==> src/rtl/xram_rt_pkg.sv <==
`timescale 1ns/1ps
package xram_rt_pkg;
  typedef enum logic [1:0] {
    PH_IDLE = 2'd0,
    PH_ADDR = 2'd1,
    PH_STRB = 2'd2,
    PH_DONE = 2'd3
  } phase_e;

  typedef struct packed {
    logic use_xram;
    logic strobe;
    logic lo_bus;
    logic hi_bus;
  } route_t;

  localparam int unsigned MapExtBit  = 0;  // forces external target
  localparam int unsigned MapStrbBit = 1;  // XRAM target with visible strobes
endpackage

==> src/rtl/xram_rt_cfg.sv <==
`timescale 1ns/1ps
module xram_rt_cfg #(
  parameter int unsigned PAGE_W   = 8,
  parameter logic [PAGE_W-1:0] PAGE_RST = 8'hF8
) (
  input  logic              clk_i,
  input  logic              rst_ni,
  input  logic              we_i,
  input  logic [PAGE_W-1:0] page_i,
  input  logic [1:0]        map_i,
  output logic [PAGE_W-1:0] page_o,
  output logic [1:0]        map_o
);
  always_ff @(posedge clk_i or negedge rst_ni) begin
    if (!rst_ni) begin
      page_o <= PAGE_RST;
      map_o  <= 2'b00;
    end else if (we_i) begin
      page_o <= page_i;
      map_o  <= map_i;
    end
  end
endmodule

==> src/rtl/xram_rt_decode.sv <==
`timescale 1ns/1ps
module xram_rt_decode
  import xram_rt_pkg::*;
#(
  parameter int unsigned PAGE_W = 8
) (
  input  logic              ptr_form_i,
  input  logic              write_i,
  input  logic [PAGE_W-1:0] addr_hi_i,
  input  logic [PAGE_W-1:0] page_reg_i,
  input  logic [PAGE_W-1:0] cfg_page_i,
  input  logic [1:0]        map_i,
  input  logic              ext_acc_i,
  output route_t            route_o
);
  logic [PAGE_W-1:0] cmp_byte;
  logic              hit;

  assign cmp_byte = ptr_form_i ? addr_hi_i : page_reg_i;
  assign hit      = (cmp_byte == cfg_page_i);

  always_comb begin
    // external target by default
    route_o.use_xram = 1'b0;
    route_o.strobe   = 1'b1;
    route_o.lo_bus   = 1'b1;
    route_o.hi_bus   = ptr_form_i;
    if (hit && !map_i[MapExtBit]) begin
      route_o.use_xram = 1'b1;
      if (map_i[MapStrbBit]) begin
        route_o.strobe = 1'b1;
        route_o.lo_bus = write_i;
        route_o.hi_bus = write_i & ptr_form_i;
      end else if (ext_acc_i) begin
        route_o.strobe = 1'b0;
        route_o.lo_bus = 1'b0;
        route_o.hi_bus = 1'b0;
      end else begin
        route_o.strobe = 1'b0;
        route_o.lo_bus = write_i;
        route_o.hi_bus = write_i & ptr_form_i;
      end
    end
  end
endmodule

==> src/rtl/xram_rt_seq.sv <==
`timescale 1ns/1ps
module xram_rt_seq
  import xram_rt_pkg::*;
#(
  parameter int unsigned DATA_W = 8,
  localparam int unsigned ADDR_W = 2 * DATA_W
) (
  input  logic              clk_i,
  input  logic              rst_ni,
  input  logic              req_valid_i,
  input  logic              ptr_form_i,
  input  logic              write_i,
  input  logic [ADDR_W-1:0] addr_i,
  input  logic [DATA_W-1:0] page_i,
  input  logic [DATA_W-1:0] wdata_i,
  input  route_t            route_i,
  input  logic [DATA_W-1:0] lo_in_i,
  input  logic [DATA_W-1:0] xram_rdata_i,
  output logic              busy_o,
  output logic              done_o,
  output logic [DATA_W-1:0] rdata_o,
  output logic              lo_bus_o,
  output logic [DATA_W-1:0] lo_out_o,
  output logic              hi_bus_o,
  output logic [DATA_W-1:0] hi_out_o,
  output logic              rd_n_o,
  output logic              wr_n_o,
  output logic              xram_en_o,
  output logic              xram_we_o,
  output logic [ADDR_W-1:0] xram_addr_o,
  output logic [DATA_W-1:0] xram_wdata_o,
  output logic              cur_ptr_o
);
  phase_e            ph_q, ph_d;
  route_t            rt_q;
  logic              wr_q, ptr_q;
  logic [ADDR_W-1:0] addr_q;
  logic [DATA_W-1:0] wdata_q, rdata_q;
  logic              accept, bus_ph, strb_ph;

  assign accept = (ph_q == PH_IDLE) && req_valid_i;

  always_comb begin
    ph_d = ph_q;
    unique case (ph_q)
      PH_IDLE: if (accept) ph_d = PH_ADDR;
      PH_ADDR: ph_d = PH_STRB;
      PH_STRB: ph_d = PH_DONE;
      PH_DONE: ph_d = PH_IDLE;
      default: ph_d = PH_IDLE;
    endcase
  end

  always_ff @(posedge clk_i or negedge rst_ni) begin
    if (!rst_ni) begin
      ph_q    <= PH_IDLE;
      rt_q    <= '0;
      wr_q    <= 1'b0;
      ptr_q   <= 1'b0;
      addr_q  <= '0;
      wdata_q <= '0;
      rdata_q <= '0;
    end else begin
      ph_q <= ph_d;
      if (accept) begin
        rt_q    <= route_i;
        wr_q    <= write_i;
        ptr_q   <= ptr_form_i;
        addr_q  <= ptr_form_i ? addr_i : {page_i, addr_i[DATA_W-1:0]};
        wdata_q <= wdata_i;
      end
      if (ph_q == PH_STRB && !wr_q)
        rdata_q <= rt_q.use_xram ? xram_rdata_i : lo_in_i;
    end
  end

  assign bus_ph  = (ph_q == PH_ADDR) || (ph_q == PH_STRB);
  assign strb_ph = (ph_q == PH_STRB);

  assign busy_o    = (ph_q != PH_IDLE);
  assign done_o    = (ph_q == PH_DONE);
  assign rdata_o   = rdata_q;
  assign cur_ptr_o = ptr_q;

  assign lo_bus_o = bus_ph & rt_q.lo_bus;
  assign hi_bus_o = bus_ph & rt_q.hi_bus;

  always_comb begin
    lo_out_o = '0;
    if (lo_bus_o) begin
      if (ph_q == PH_ADDR) lo_out_o = addr_q[DATA_W-1:0];
      else if (wr_q)       lo_out_o = wdata_q;
    end
  end
  assign hi_out_o = hi_bus_o ? addr_q[ADDR_W-1:DATA_W] : '0;

  assign rd_n_o = ~(strb_ph & rt_q.strobe & ~wr_q);
  assign wr_n_o = ~(strb_ph & rt_q.strobe & wr_q);

  assign xram_en_o    = strb_ph & rt_q.use_xram;
  assign xram_we_o    = xram_en_o & wr_q;
  assign xram_addr_o  = addr_q;
  assign xram_wdata_o = wdata_q;
endmodule

==> src/rtl/xram_access_router.sv <==
`timescale 1ns/1ps
module xram_access_router
  import xram_rt_pkg::*;
#(
  parameter int unsigned DATA_W = 8,
  parameter logic [DATA_W-1:0] PAGE_RST = 8'hF8,
  localparam int unsigned ADDR_W = 2 * DATA_W
) (
  input  logic              clk_i,
  input  logic              rst_ni,
  input  logic              cfg_we_i,
  input  logic [DATA_W-1:0] cfg_page_i,
  input  logic [1:0]        cfg_map_i,
  input  logic              ext_acc_i,
  input  logic              req_valid_i,
  input  logic              req_ptr_i,
  input  logic              req_write_i,
  input  logic [ADDR_W-1:0] req_addr_i,
  input  logic [DATA_W-1:0] req_page_i,
  input  logic [DATA_W-1:0] req_wdata_i,
  output logic              busy_o,
  output logic              done_o,
  output logic [DATA_W-1:0] rdata_o,
  output logic              lo_bus_o,
  output logic [DATA_W-1:0] lo_out_o,
  input  logic [DATA_W-1:0] lo_in_i,
  output logic              hi_bus_o,
  output logic [DATA_W-1:0] hi_out_o,
  output logic              rd_n_o,
  output logic              wr_n_o,
  output logic              xram_en_o,
  output logic              xram_we_o,
  output logic [ADDR_W-1:0] xram_addr_o,
  output logic [DATA_W-1:0] xram_wdata_o,
  input  logic [DATA_W-1:0] xram_rdata_i
);
  logic [DATA_W-1:0] cfg_page;
  logic [1:0]        cfg_map;
  route_t            route;
  logic              cur_ptr;

  xram_rt_cfg #(.PAGE_W(DATA_W), .PAGE_RST(PAGE_RST)) u_cfg (
    .clk_i  (clk_i),
    .rst_ni (rst_ni),
    .we_i   (cfg_we_i),
    .page_i (cfg_page_i),
    .map_i  (cfg_map_i),
    .page_o (cfg_page),
    .map_o  (cfg_map)
  );

  xram_rt_decode #(.PAGE_W(DATA_W)) u_dec (
    .ptr_form_i (req_ptr_i),
    .write_i    (req_write_i),
    .addr_hi_i  (req_addr_i[ADDR_W-1:DATA_W]),
    .page_reg_i (req_page_i),
    .cfg_page_i (cfg_page),
    .map_i      (cfg_map),
    .ext_acc_i  (ext_acc_i),
    .route_o    (route)
  );

  xram_rt_seq #(.DATA_W(DATA_W)) u_seq (
    .clk_i        (clk_i),
    .rst_ni       (rst_ni),
    .req_valid_i  (req_valid_i),
    .ptr_form_i   (req_ptr_i),
    .write_i      (req_write_i),
    .addr_i       (req_addr_i),
    .page_i       (req_page_i),
    .wdata_i      (req_wdata_i),
    .route_i      (route),
    .lo_in_i      (lo_in_i),
    .xram_rdata_i (xram_rdata_i),
    .busy_o       (busy_o),
    .done_o       (done_o),
    .rdata_o      (rdata_o),
    .lo_bus_o     (lo_bus_o),
    .lo_out_o     (lo_out_o),
    .hi_bus_o     (hi_bus_o),
    .hi_out_o     (hi_out_o),
    .rd_n_o       (rd_n_o),
    .wr_n_o       (wr_n_o),
    .xram_en_o    (xram_en_o),
    .xram_we_o    (xram_we_o),
    .xram_addr_o  (xram_addr_o),
    .xram_wdata_o (xram_wdata_o),
    .cur_ptr_o    (cur_ptr)
  );
endmodule

==> config.mk <==
export PLATFORM = sky130hd
export DESIGN_NAME = xram_access_router
export DESIGN_NICKNAME = d
export VERILOG_FILES = /design/src/rtl/xram_rt_pkg.sv /design/src/rtl/xram_rt_cfg.sv /design/src/rtl/xram_rt_decode.sv /design/src/rtl/xram_rt_seq.sv /design/src/rtl/xram_access_router.sv
export SDC_FILE = /design/constraint.sdc
export NUM_CORES = 1
export LEC_CHECK = 0
export ABC_AREA = 1
export ABC_CLOCK_PERIOD_IN_PS = 4500
export BUFFER_PORTS_ARGS = -buffer_cell sky130_fd_sc_hd__buf_4
export CAP_MARGIN = 5
export CORE_UTILIZATION = 35
export CTS_CLUSTER_DIAMETER = 150
export DETAILED_ROUTE_END_ITERATION = 8
export GPL_ROUTABILITY_DRIVEN = 1
export PLACE_DENSITY = 0.71
export SYNTH_ARGS = -nofsm -noshare
export SYNTH_HDL_FRONTEND = slang
export SYNTH_SLANG_ARGS = --single-unit
==> constraint.sdc <==
create_clock -name clk_i -period 4.5 [get_ports clk_i]
set_clock_uncertainty 0.2 [all_clocks]
set_input_delay 0.675 -clock clk_i [delete_from_list [all_inputs] [get_ports clk_i]]
set_output_delay 0.675 -clock clk_i [all_outputs]
set_load 0.05 [all_outputs]
=== Word-level counts from Yosys, hierarchy flattened ===
Index checks and enable logic that the tools add are counted.

* Register bits: 49
* Latch bits: 0
* Bits in writable memories: 0
* Bits in read-only memories: 0
* Input bits: 65
* Output and inout bits: 56
* Logic and storage cells: 47
* Memories kept: 0

* Add/sub/neg operators: 0
* $mul: 0
* Div/mod/pow operators: 0
* Magnitude comparators: 0
* Equal/unequal tests: 5
* Shift-type cells: 0
* Mux-type cells: 12
* Bitwise operators: 11
* Reduce and logical (&&, ||, !) cells: 8

{| class="wikitable"
|+ Operators by type and width
! kind !! count
|-
| $mux W8 || 6
|-
| $mux W16 || 1
|-
| $and A1 B1 Y1 || 8
|-
| $eq A8 B8 Y1 || 1
|-
| $pmux W2 S4 || 1
|-
| $eq A2 B2 Y1 const B || 2
|-
| $mux W2 || 2
|-
| $mux W4 || 1
|-
| $logic_and A1 B1 Y1 || 3
|-
| $mux W3 || 1
|-
| $not A1 Y1 || 3
|-
| $eq A2 B1 Y1 const B || 1
|-
| $logic_not A1 Y1 || 2
|-
| $logic_not A2 Y1 || 1
|-
| $ne A2 B1 Y1 const B || 1
|-
| $reduce_bool A2 Y1 || 1
|-
| $logic_or A1 B1 Y1 || 1
|}

=== Depth between registers and ports, before layout ===
Gate-level depths: netlist of the first run.

* Word-level depth: 4
* Mapped depth: 11
* Mapped depth without buffers: 11

=== By module ===
Synthesis of the first run repeated with hierarchy kept, for this count alone.

* Cells, all modules: 419
* Area total of the unflattened synthesis: 2869.0 sq um

{| class="wikitable"
|+ By module, submodules not included
! module !! times used !! cells an instance !! area each (sq um) !! sequential area each (sq um)
|-
| xram_rt_seq || 1 || 280 || 2011.9 || 1001.0
|-
| xram_rt_decode || 1 || 97 || 473.0 || 0.0
|-
| xram_rt_cfg || 1 || 42 || 384.1 || 256.5
|}

=== Worst setup path after synthesis of the first run ===
Ideal clock, no wire load.

* Kind: reg2out
* Start point: reg u_seq.ph_q[1]
* End point: out lo_out_o[0]
* Arrival time: 1.924 ns
* Data required time: 3.625 ns
* Slack: 1.701 ns
* Cell stages (with the launch flop): 7
* Buffers on the path: 1
* Cell sequence: dfrtp_1 inv_1 ha_1 clkbuf_1 nor2_1 nand2_1 a21oi_1

* Longest elaborated chain between the ends: 4
* Elaborated cells on any way between the ends: 6
* Those cells by class: eq/ne (2); mux (2); bitwise (1); reduce/logical (1)

{| class="wikitable"
|+ Ends and longest elaborated chain
! element !! line !! RTL
|-
| from (decl) || xram_rt_seq.sv:34 || <nowiki>phase_e ph_q, ph_d;</nowiki>
|-
| from (signal assigned) || xram_rt_seq.sv:64 || <nowiki>ph_q <= ph_d;</nowiki>
|-
| $eq A2 B1 Y1 or $eq A2 B2 Y1 (tied branches) || xram_rt_seq.sv:77, xram_rt_seq.sv:91 ||
|-
| $logic_or A1 B1 Y1 || xram_rt_seq.sv:77 || <nowiki>assign bus_ph = (ph_q == PH_ADDR) || (ph_q == PH_STRB);</nowiki>
|-
| $and A1 B1 Y1 || xram_rt_seq.sv:85 || <nowiki>assign lo_bus_o = bus_ph & rt_q.lo_bus;</nowiki>
|-
| $mux W8 (*) || xram_rt_seq.sv:90 || <nowiki>if (lo_bus_o) begin</nowiki>
|-
| to (decl) || xram_access_router.sv:25 || <nowiki>output logic [DATA_W-1:0] lo_out_o,</nowiki>
|}

Mark *: on every way between the ends. The rest lies on a longest branch, timed or not.

=== Worst setup path after layout of the first run ===
* Start point: reg u_seq.ph_q[0]
* End point: out rd_n_o

* Longest elaborated chain between the ends: 4

{| class="wikitable"
|+ Ends and longest elaborated chain
! element !! line !! RTL
|-
| $eq A2 B2 Y1 || xram_rt_seq.sv:78 || <nowiki>assign strb_ph = (ph_q == PH_STRB);</nowiki>
|-
| $and A1 B1 Y1 (2 in a row) || xram_rt_seq.sv:97 || <nowiki>assign rd_n_o = ~(strb_ph & rt_q.strobe & ~wr_q);</nowiki>
|-
| $not A1 Y1 || xram_rt_seq.sv:97 ||
|-
| to (decl) || xram_access_router.sv:29 || <nowiki>output logic rd_n_o,</nowiki>
|}

No other way between the ends.

==> impl_metrics.ini, run 1 <==
[synth]
synthSimpleGateAreaFrac_pct = 29.2
synthTopCellsByArea = dfrtp_1, nand2_1, dfstp_2
synth_top_family_by_area = simple AND/OR/NAND/NOR gates
synth_area_um2 = 2430
synth_seq_area_share_pct = 50.8
synth-seq-cells = 49
ys.flop_type = dfrtp_1
synth.top_cell.area_share_pct = 45.4
synth_top_area_cell = dfrtp_1
synthAdderAreaFrac_pct = 2.06
ys_async_sr_fraction_pct = 100
synth_warnings = 0
syn_avg_cell_area_um2 = 7.45
synth_compound_area_share_pct = 9.79
ys_types = 22
syn_nets = 395
synth_cells = 326
synth-edff-count = 0
synth-xor-area-share_pct = 0.361
muxShareOfSynthArea_pct = 0.464

[floorplanning]
die_height_um = 85.3
core_area_um2 = 6530
die-width_um = 85.3
pin_count = 121
row_count = 29
start_util_pct = 37.2
design.die.area_um2 = 7270

[worst_setup_path]
ff2ff_setup_slack_ns = 1.88
worstSetupStartpointType = flop
worst-path-max-fanout = 17
timing.rr.start = u_seq.ph_q[0]
timing.setup.critical_path_class = reg2out
worst_ep_arrival_time_ns = 2.10
setup.worst_path.end_class = output port
critPathRequiredTime_ns = 3.62
reg2reg_to = u_seq.rt_q[3]
r2r_cells = 6

[placement]
port_buffers = 120
dp_cells = 512
gp_congestion = 0.820
dpl.hpwl_mm = 5.04

[clock_network]
clkSinkCount = 49
cts.clk_slew.worst_paths_ns = 0.08
cts_resized = 0
root_buffer = clkbuf_8
clock_latency_ns = 0.30
numCtsBuffers = 5
post_cts_buffers = 0
clockBufferDepth = 2
cts_tree = built
cts_hold_buffers = 0
cts_max_level = 2

[run]
cap_viol_max_count = 0

[power]
p_leak_nw = 1.89
power.density_nw_per_um2 = 771
irDropWorstVdd_v = 0.000279

[routing]
route.detailed.wl_per_inst_um = 12.6
routed_wl_mm = 6.56
dr_total_vias = 2405
remaining_drc_errors = 0
first_pass_iters = 4
viasPerCell = 4.63
ant_nets = 0
first_iter_violations = 78

[timing]
finalSetupTns_ns = 0
slew_viol_final = 0
finalCritPeriodShare_pct = 66.2
slew_headroom_pct = 29.3
fin_crit_ns = 2.98
rsz0062_at_grt = no
setup_viol = 0
final_hold_viol_count = 0
worstMarginPinSlew_ns = 1.06
clock.fmax_ghz = 0.336

[finish]
final_util_pct = 53.2
stdcell_count = 520
layout_commonest_cell = nand2_1
diodes = 0
nets = 511
synthToLayoutAreaGrowth_pct = 43.1
drive_above_1_share_pct = 31.2
layout_common_cells = nand2_1, buf_4, dfrtp_1

[grt]
gr-total-overflow = 0
antenna_found_initial = 0
grt_pass1_wl_mm = 10.6
grt_pass1_vias = 2317
grt_max_degree = 50
groute.usage.overall_pct = 18.3

[hold_path]
hp-class = in2async

[run_status]
outcome = finished clean
[state kept, by name (all words and copies together) (netlist names)]
name,cells
u_cfg.map_o,2
u_cfg.page_o,8
u_seq.ph_q,2
u_seq.rdata_o,8
u_seq.rt_q,4
u_seq.wr_q,1
u_seq.xram_addr_o,16
u_seq.xram_wdata_o,8
[cell usage after synthesis, types with 2 or more instances]
library cell,n
nand2_2,2
dfrtp_1,44
nor2_1,24
o211ai_1,3
o21ai_0,20
inv_1,33
ha_1,4
nand2_1,145
clkbuf_1,8
a21oi_1,9
nand3_1,11
a31oi_1,8
dfstp_2,5
buf_2,2
[layout make-up]
cell class	count	area, um^2
sequential	49	1230
timing repair buffer	120	901
fill	634	3060
inverter	34	128
clock inverter	1	5.00
tap	77	96.3
multi-input combinational	232	1020
clock buffer	7	96.3
[kinds of logic (layout without fill, tap and decap cells)]
group,count (synthesis),in the layout
AND/OR/NAND/NOR,183,183
AO/OA/AOI/OAI,43,43
flip-flops,49,49
multiplexers,1,1
buffers and inverters,45,162
adder cells (fa/ha/maj),4,4
XOR/XNOR,1,1
[where the power goes]
part	switching [W]	total (W)	internal (W)	leakage, nW
Sequential	0.000141	0.000762	0.000621	0.581
Clock	0.000137	0.000276	0.000139	0.0542
Combinational	0.00118	0.00164	0.000463	1.26
Total	0.00146	0.00268	0.00122	1.89
[routing by layer]
metal	vias to the layer above	share of wire (%)	GRT usage (%)
met5	-	0	0
li1	1236	-	-
met1	1090	43	23.5
met2	69	49	31.1
met3	10	5.5	3.50
met4	0	1.7	5.91
[per-stage QoR]
stage	hold slack (ns)	area (um^2)	power [W]	setup slack [ns]
after floorplan	0.179	2430	0.00189	1.70
after global placement	0.271	3370	0.00239	1.83
after detailed placement	0.274	3370	0.00242	1.76
after CTS	0.206	3470	0.00270	1.52
after global routing	0.227	3470	0.00284	1.26
final	0.179	3470	0.00268	1.52
[how the worst max path moves through the flow]
stage / cells past startpoint / endpoint / from / slack [ns]
6_report: 6 / rd_n_o / u_seq.ph_q[0] / 1.52
2_1_floorplan: 6 / lo_out_o[0] / u_seq.ph_q[1] / 1.70
3_5_place_dp: 5 / u_seq.rt_q[3] / req_valid_i / 1.76
3_3_place_gp: 5 / u_seq.rt_q[3] / req_valid_i / 1.83
5_1_grt: 6 / rd_n_o / u_seq.ph_q[0] / 1.26
4_1_cts: 6 / rd_n_o / u_seq.ph_q[0] / 1.52
[worst max-delay path, stage by stage (launching register included)]
cell,delay [ns]
dfrtp_1,0.41
inv_1,0.11
ha_1,0.20
inv_1,0.06
nor2_1,0.70
nand2_1,0.10
buf_4,0.23
No activity file was read; power rests on OpenSTA's default activity.
==> run 2: changes to the inputs <==
--- a/config.mk
+++ b/config.mk
@@ -6,14 +6,14 @@
 export NUM_CORES = 1
 export LEC_CHECK = 0
 export ABC_AREA = 1
-export ABC_CLOCK_PERIOD_IN_PS = 4500
+export ABC_CLOCK_PERIOD_IN_PS = 2600
 export BUFFER_PORTS_ARGS = -buffer_cell sky130_fd_sc_hd__buf_4
 export CAP_MARGIN = 5
 export CORE_UTILIZATION = 35
 export CTS_CLUSTER_DIAMETER = 150
 export DETAILED_ROUTE_END_ITERATION = 8
 export GPL_ROUTABILITY_DRIVEN = 1
-export PLACE_DENSITY = 0.71
+export PLACE_DENSITY = 0.73
 export SYNTH_ARGS = -nofsm -noshare
 export SYNTH_HDL_FRONTEND = slang
 export SYNTH_SLANG_ARGS = --single-unit
==> constraint.sdc (replaced) <==
create_clock -name clk_i -period 2.6 [get_ports clk_i]
set_clock_uncertainty 0.2 [all_clocks]
set_input_delay 0.39 -clock clk_i [delete_from_list [all_inputs] [get_ports clk_i]]
set_output_delay 0.39 -clock clk_i [all_outputs]
set_load 0.05 [all_outputs]
==> run 2 against run 1 <==
Sequential share of layout area down 0.32 points. Flip-flop and latch count did not move. Utilization is 0.48 points higher. Setup slack worse by 1.4 ns. Routed wire length is 2.2% higher. Global-route usage increased by 0.71 points. Final cell count rose by 0.96%. Critical endpoint is now lo_out_o[6]. Worst hold slack worse by 0.095 ns. Cell area up 0.90%. Total power increased by 73%.
==> impl_metrics.ini, run 2 (synthesized netlist as in run 1, its figures left out) <==
[run_status]
outcome = finished clean

[worst_setup_path]
critPathRequiredTime_ns = 2.01
timing.setup.critical_path_class = reg2out
worstSetupStartpointType = flop
crit_family = simple AND/OR/NAND/NOR gates
slowest_stage = dfrtp_1
critical_path.cell_chain = inv_1 -> ha_1 -> nor2_2 -> nand2_1 -> a21oi_1 -> buf_4
ff2ff_setup_slack_ns = 0.83
cpPeakStageDelay_ns = 0.37
crit_buf_inv = 2
worst-path-max-fanout = 9
worst_ep_arrival_time_ns = 1.84
setup.worst_path.end_class = output port

[routing]
dr_total_vias = 2418
first_iter_violations = 116
remaining_drc_errors = 0
route.detailed.wl_per_inst_um = 12.8
viasPerCell = 4.61
routed_wl_mm = 6.70
first_pass_iters = 4
ant_nets = 0

[timing]
clock.fmax_ghz = 0.412
slew_headroom_pct = 58.9
fin_ws_ns = 0.171
worstMarginPinSlew_ns = 0.617
final_hold_viol_count = 0
rsz0062_at_grt = no
setup_viol = 0
slew_viol_final = 0
fin_crit_ns = 2.43
finalSetupTns_ns = 0
finalCritPeriodShare_pct = 93.4

[finish]
layout_commonest_cell = nand2_1
nets = 516
drive_above_1_share_pct = 31.5
largest_register_ffs = 16
diodes = 0
synthToLayoutAreaGrowth_pct = 44.4
stdcell_area_um2 = 3510
layout_common_cells = nand2_1, buf_4, dfrtp_1

[floorplanning]
start_util_pct = 37.2
design.die.area_um2 = 7270
die-width_um = 85.3
pin_count = 121
row_count = 29
die_height_um = 85.3
core_area_um2 = 6530

[clock_network]
post_cts_buffers = 0
root_buffer = clkbuf_8
cts_tree = built
clock_latency_ns = 0.30
cts.clk_slew.worst_paths_ns = 0.09
clockBufferDepth = 2
numCtsBuffers = 5
cts_max_level = 2
clkSinkCount = 49

[power]
p_leak_nw = 1.91
power_w = 0.00465
power.density_nw_per_um2 = 1330
irDropWorstVdd_v = 0.000508

[run]
cap_viol_max_count = 0

[grt]
groute.usage.overall_pct = 19.0
gr-total-overflow = 0
grt_max_degree = 50
grt_pass1_vias = 2320
grt_pass1_wl_mm = 10.9
antenna_found_initial = 0

[placement]
place_area_um2 = 3400
port_buffers = 120
gp_congestion = 0.830
dpl.hpwl_mm = 5.23
place_ws_ns = 0.413

[hold_path]
hp-class = in2reg
run 2: changes by cell type in the layout (fill, tap and decap cells not counted), sizes merged:
cell,change
buf,+4
clkbuf,+1
clkinv,-1
dlygate4sd3,+1
run 2: path summary, 6_finish.rpt:
kind,endpoint,startpoint,cells after the start
setup / recovery,lo_out_o[6],u_seq.ph_q[1],6
hold / removal,u_seq.xram_wdata_o[4],req_wdata_i[4],3
setup reg to reg,u_seq.rt_q[3],u_seq.ph_q[0],7
hold reg to reg,u_seq.rt_q[1],u_seq.rt_q[1],2
max in group asynchronous,u_seq.xram_wdata_o[5],rst_ni,2
min in group asynchronous,u_seq.xram_addr_o[4],rst_ni,2
run 2: where the power goes:
| group | total, W | leakage (nW) | internal (W) | switching (W) |
|---|---|---|---|---|
| combinational | 0.00288 | 1.28 | 0.000827 | 0.00205 |
| sequential | 0.00131 | 0.581 | 0.00107 | 0.000236 |
| clock | 0.000456 | 0.0455 | 0.000217 | 0.000238 |
run 2: stage by stage:
stage,cells,hold WS [ns],util (%)
after CTS,525,0.0718,53.6
after global placement,516,0.244,52.1
after global routing,525,0.0830,53.7
final,525,0.0835,53.7
after floorplan,326,-0.106,-
after detailed placement,516,0.251,52.1
run 2: metal layers:
metal | up-vias | track usage, % | wire [um]
li1 | 1250 | - | -
met2 | 70 | 32.3 | 3330
met1 | 1089 | 24.5 | 2960
met3 | 9 | 3.70 | 299
met4 | 0 | 5.91 | 106
met5 | - | 0 | 0
run 2: worst register-to-register path, stage by stage (launching register included):
cell and delay [ns]:
dfrtp_1 0.42, inv_1 0.11, ha_1 0.18, nand2_1 0.07, inv_1 0.23, buf_4 0.25
nand2_1 0.10, o21a_1 0.11
run 2: area by class of cell:
class                      instances  area [um^2]
tap                               77         96.3
fill                             648         3030
multi-input combinational        232         1020
clock buffer                       8         90.1
inverter                          34          128
sequential                        49         1230
timing repair buffer             125          941
run 2: what timing repair did:
action / 4_1_cts / 5_1_grt
resized for setup: 0 / 1
setup endpoints to repair: 0 / 8
hold buffers: 1 / 0
endpoints found under the hold margin: 44 / 0
==> run 3: changes to the inputs <==
--- a/config.mk
+++ b/config.mk
@@ -14,6 +14,7 @@
 export DETAILED_ROUTE_END_ITERATION = 8
 export GPL_ROUTABILITY_DRIVEN = 1
 export PLACE_DENSITY = 0.73
+export RECOVER_POWER = 100
 export SYNTH_ARGS = -nofsm -noshare
 export SYNTH_HDL_FRONTEND = slang
 export SYNTH_SLANG_ARGS = --single-unit
==> run 3 against run 2 <==
First-iteration DRC count grew 13%. Global-route usage is the same. Via count grew 0.79%. Largest power group unchanged. Utilization shrank 3.0 points. Critical path type unchanged. Cell area shrank 5.6%.
==> impl_metrics.ini, run 3 (synthesized netlist as in run 1, its figures left out) <==
[run_status]
outcome = finished clean

[grt]
antenna_found_initial = 0
grt_pass1_wl_mm = 10.9
gr-total-overflow = 0
grt_pass1_vias = 2320
grt_max_degree = 50
groute.usage.overall_pct = 19.0

[clock_network]
cts.clk_slew.worst_paths_ns = 0.09
cts_max_level = 2
numCtsBuffers = 5
root_buffer = clkbuf_8
clock_latency_ns = 0.30
clkSinkCount = 49
clockBufferDepth = 2
cts_tree = built

[floorplanning]
pin_count = 121
start_util_pct = 37.2
die_height_um = 85.3
core_area_um2 = 6530
die-width_um = 85.3
row_count = 29
design.die.area_um2 = 7270

[worst_setup_path]
timing.setup.critical_path_class = reg2out
critPathRequiredTime_ns = 2.01
worstSetupStartpointType = flop
setup.worst_path.end_class = output port
worst_ep_arrival_time_ns = 1.89
worst-path-max-fanout = 9

[finish]
fillers = 689
nets = 516
diodes = 0
layout_commonest_cell = nand2_1
largest_register_ffs = 16
final_util_pct = 50.7
drive_above_1_share_pct = 21.7
stdcell_count = 525
layout_common_cells = nand2_1, buf_4, clkbuf_1, dfrtp_1, inv_1
synthToLayoutAreaGrowth_pct = 36.3

[routing]
routed_wl_mm = 6.77
ant_nets = 0
viasPerCell = 4.64
route.detailed.wl_per_inst_um = 12.9
first_iter_violations = 131
dr_total_vias = 2437
remaining_drc_errors = 0
first_pass_iters = 4

[run]
cap_viol_max_count = 0

[timing]
final_hold_viol_count = 0
slew_headroom_pct = 19.1
finalSetupTns_ns = 0
fin_crit_ns = 2.48
hold-worst-slack_ns = 0.0825
finalCritPeriodShare_pct = 95.5
clock.fmax_ghz = 0.403
slew_viol_final = 0
rsz0062_at_grt = no
setup_viol = 0
worstMarginPinSlew_ns = 1.21

[power]
p_leak_nw = 1.74
power.density_nw_per_um2 = 1310
irDropWorstVdd_v = 0.000428

[placement]
dpl.hpwl_mm = 5.23
gp_congestion = 0.830
port_buffers = 120
dp_cells = 516

[hold_path]
hp-class = in2reg
[run 3: cell count changes in the layout (fill, tap and decap cells not counted), sizes merged]
cell,change
buf,-55
clkbuf,+55
[run 3: per-layer routing]
metal | routed length (um) | track usage (%) | share of wire, % | vias up
li1 | - | - | - | 1248
met1 | 3050 | 24.5 | 45 | 1099
met2 | 3280 | 32.3 | 48 | 77
met3 | 324 | 3.70 | 4.8 | 13
met4 | 121 | 5.91 | 1.8 | 0
met5 | 0 | 0 | 0 | -
[run 3: final cells by class]
type	instances	area (um^2)	area share, %
Tap cell	77	96.3	2.91
Clock buffer	8	90.1	2.72
Timing Repair Buffer	125	743	22.5
Sequential cell	49	1230	37.3
Inverter	34	128	3.86
Multi-Input combinational cell	232	1020	30.8
[run 3: what timing repair did]
action,in CTS,in global routing
setup endpoints to repair,0,8
buffers inserted,0,0
gates resized for setup,0,1
hold endpoints to repair,44,0
hold buffers,1,0
[run 3: where the power goes]
part | switching (W) | internal [W]
combinational | 0.00206 | 0.000529
clock | 0.000240 | 0.000217
sequential | 0.000230 | 0.00107
total | 0.00253 | 0.00182
[run 3: path summary, 6_finish.rpt]
| path | from | end | slack [ns] | cells after the start |
|---|---|---|---|---|
| worst max-delay path | u_seq.ph_q[1] | lo_out_o[1] | 0.12 | 6 |
| worst min-delay path | req_wdata_i[4] | u_seq.xram_wdata_o[4] | 0.08 | 3 |
| worst max register to register | u_seq.ph_q[0] | u_seq.rt_q[3] | 0.50 | 7 |
| worst min register to register | u_seq.rt_q[1] | u_seq.rt_q[1] | 0.30 | 2 |
| max in group asynchronous | rst_ni | u_seq.xram_wdata_o[5] | 0.79 | 2 |
| min in group asynchronous | rst_ni | u_seq.xram_addr_o[4] | 0.67 | 2 |
[run 3: through the flow]
stage / total power, W / setup slack (ns) / area, um^2
2_1_floorplan: 0.00327 / 0.0861 / 2430
3_3_place_gp: 0.00416 / 0.524 / 3400
3_5_place_dp: 0.00421 / 0.413 / 3400
4_1_cts: 0.00468 / 0.0756 / 3500
5_1_grt: 0.00464 / 0.0529 / 3310
6_report: 0.00434 / 0.118 / 3310
[run 3: worst max-delay path, stage by stage, from the launching register on]
cell      delay, ns
dfrtp_1        0.37
inv_1          0.08
ha_1           0.30
nor2_2         0.31
nand2_1        0.10
a21oi_1        0.14
clkbuf_2       0.29
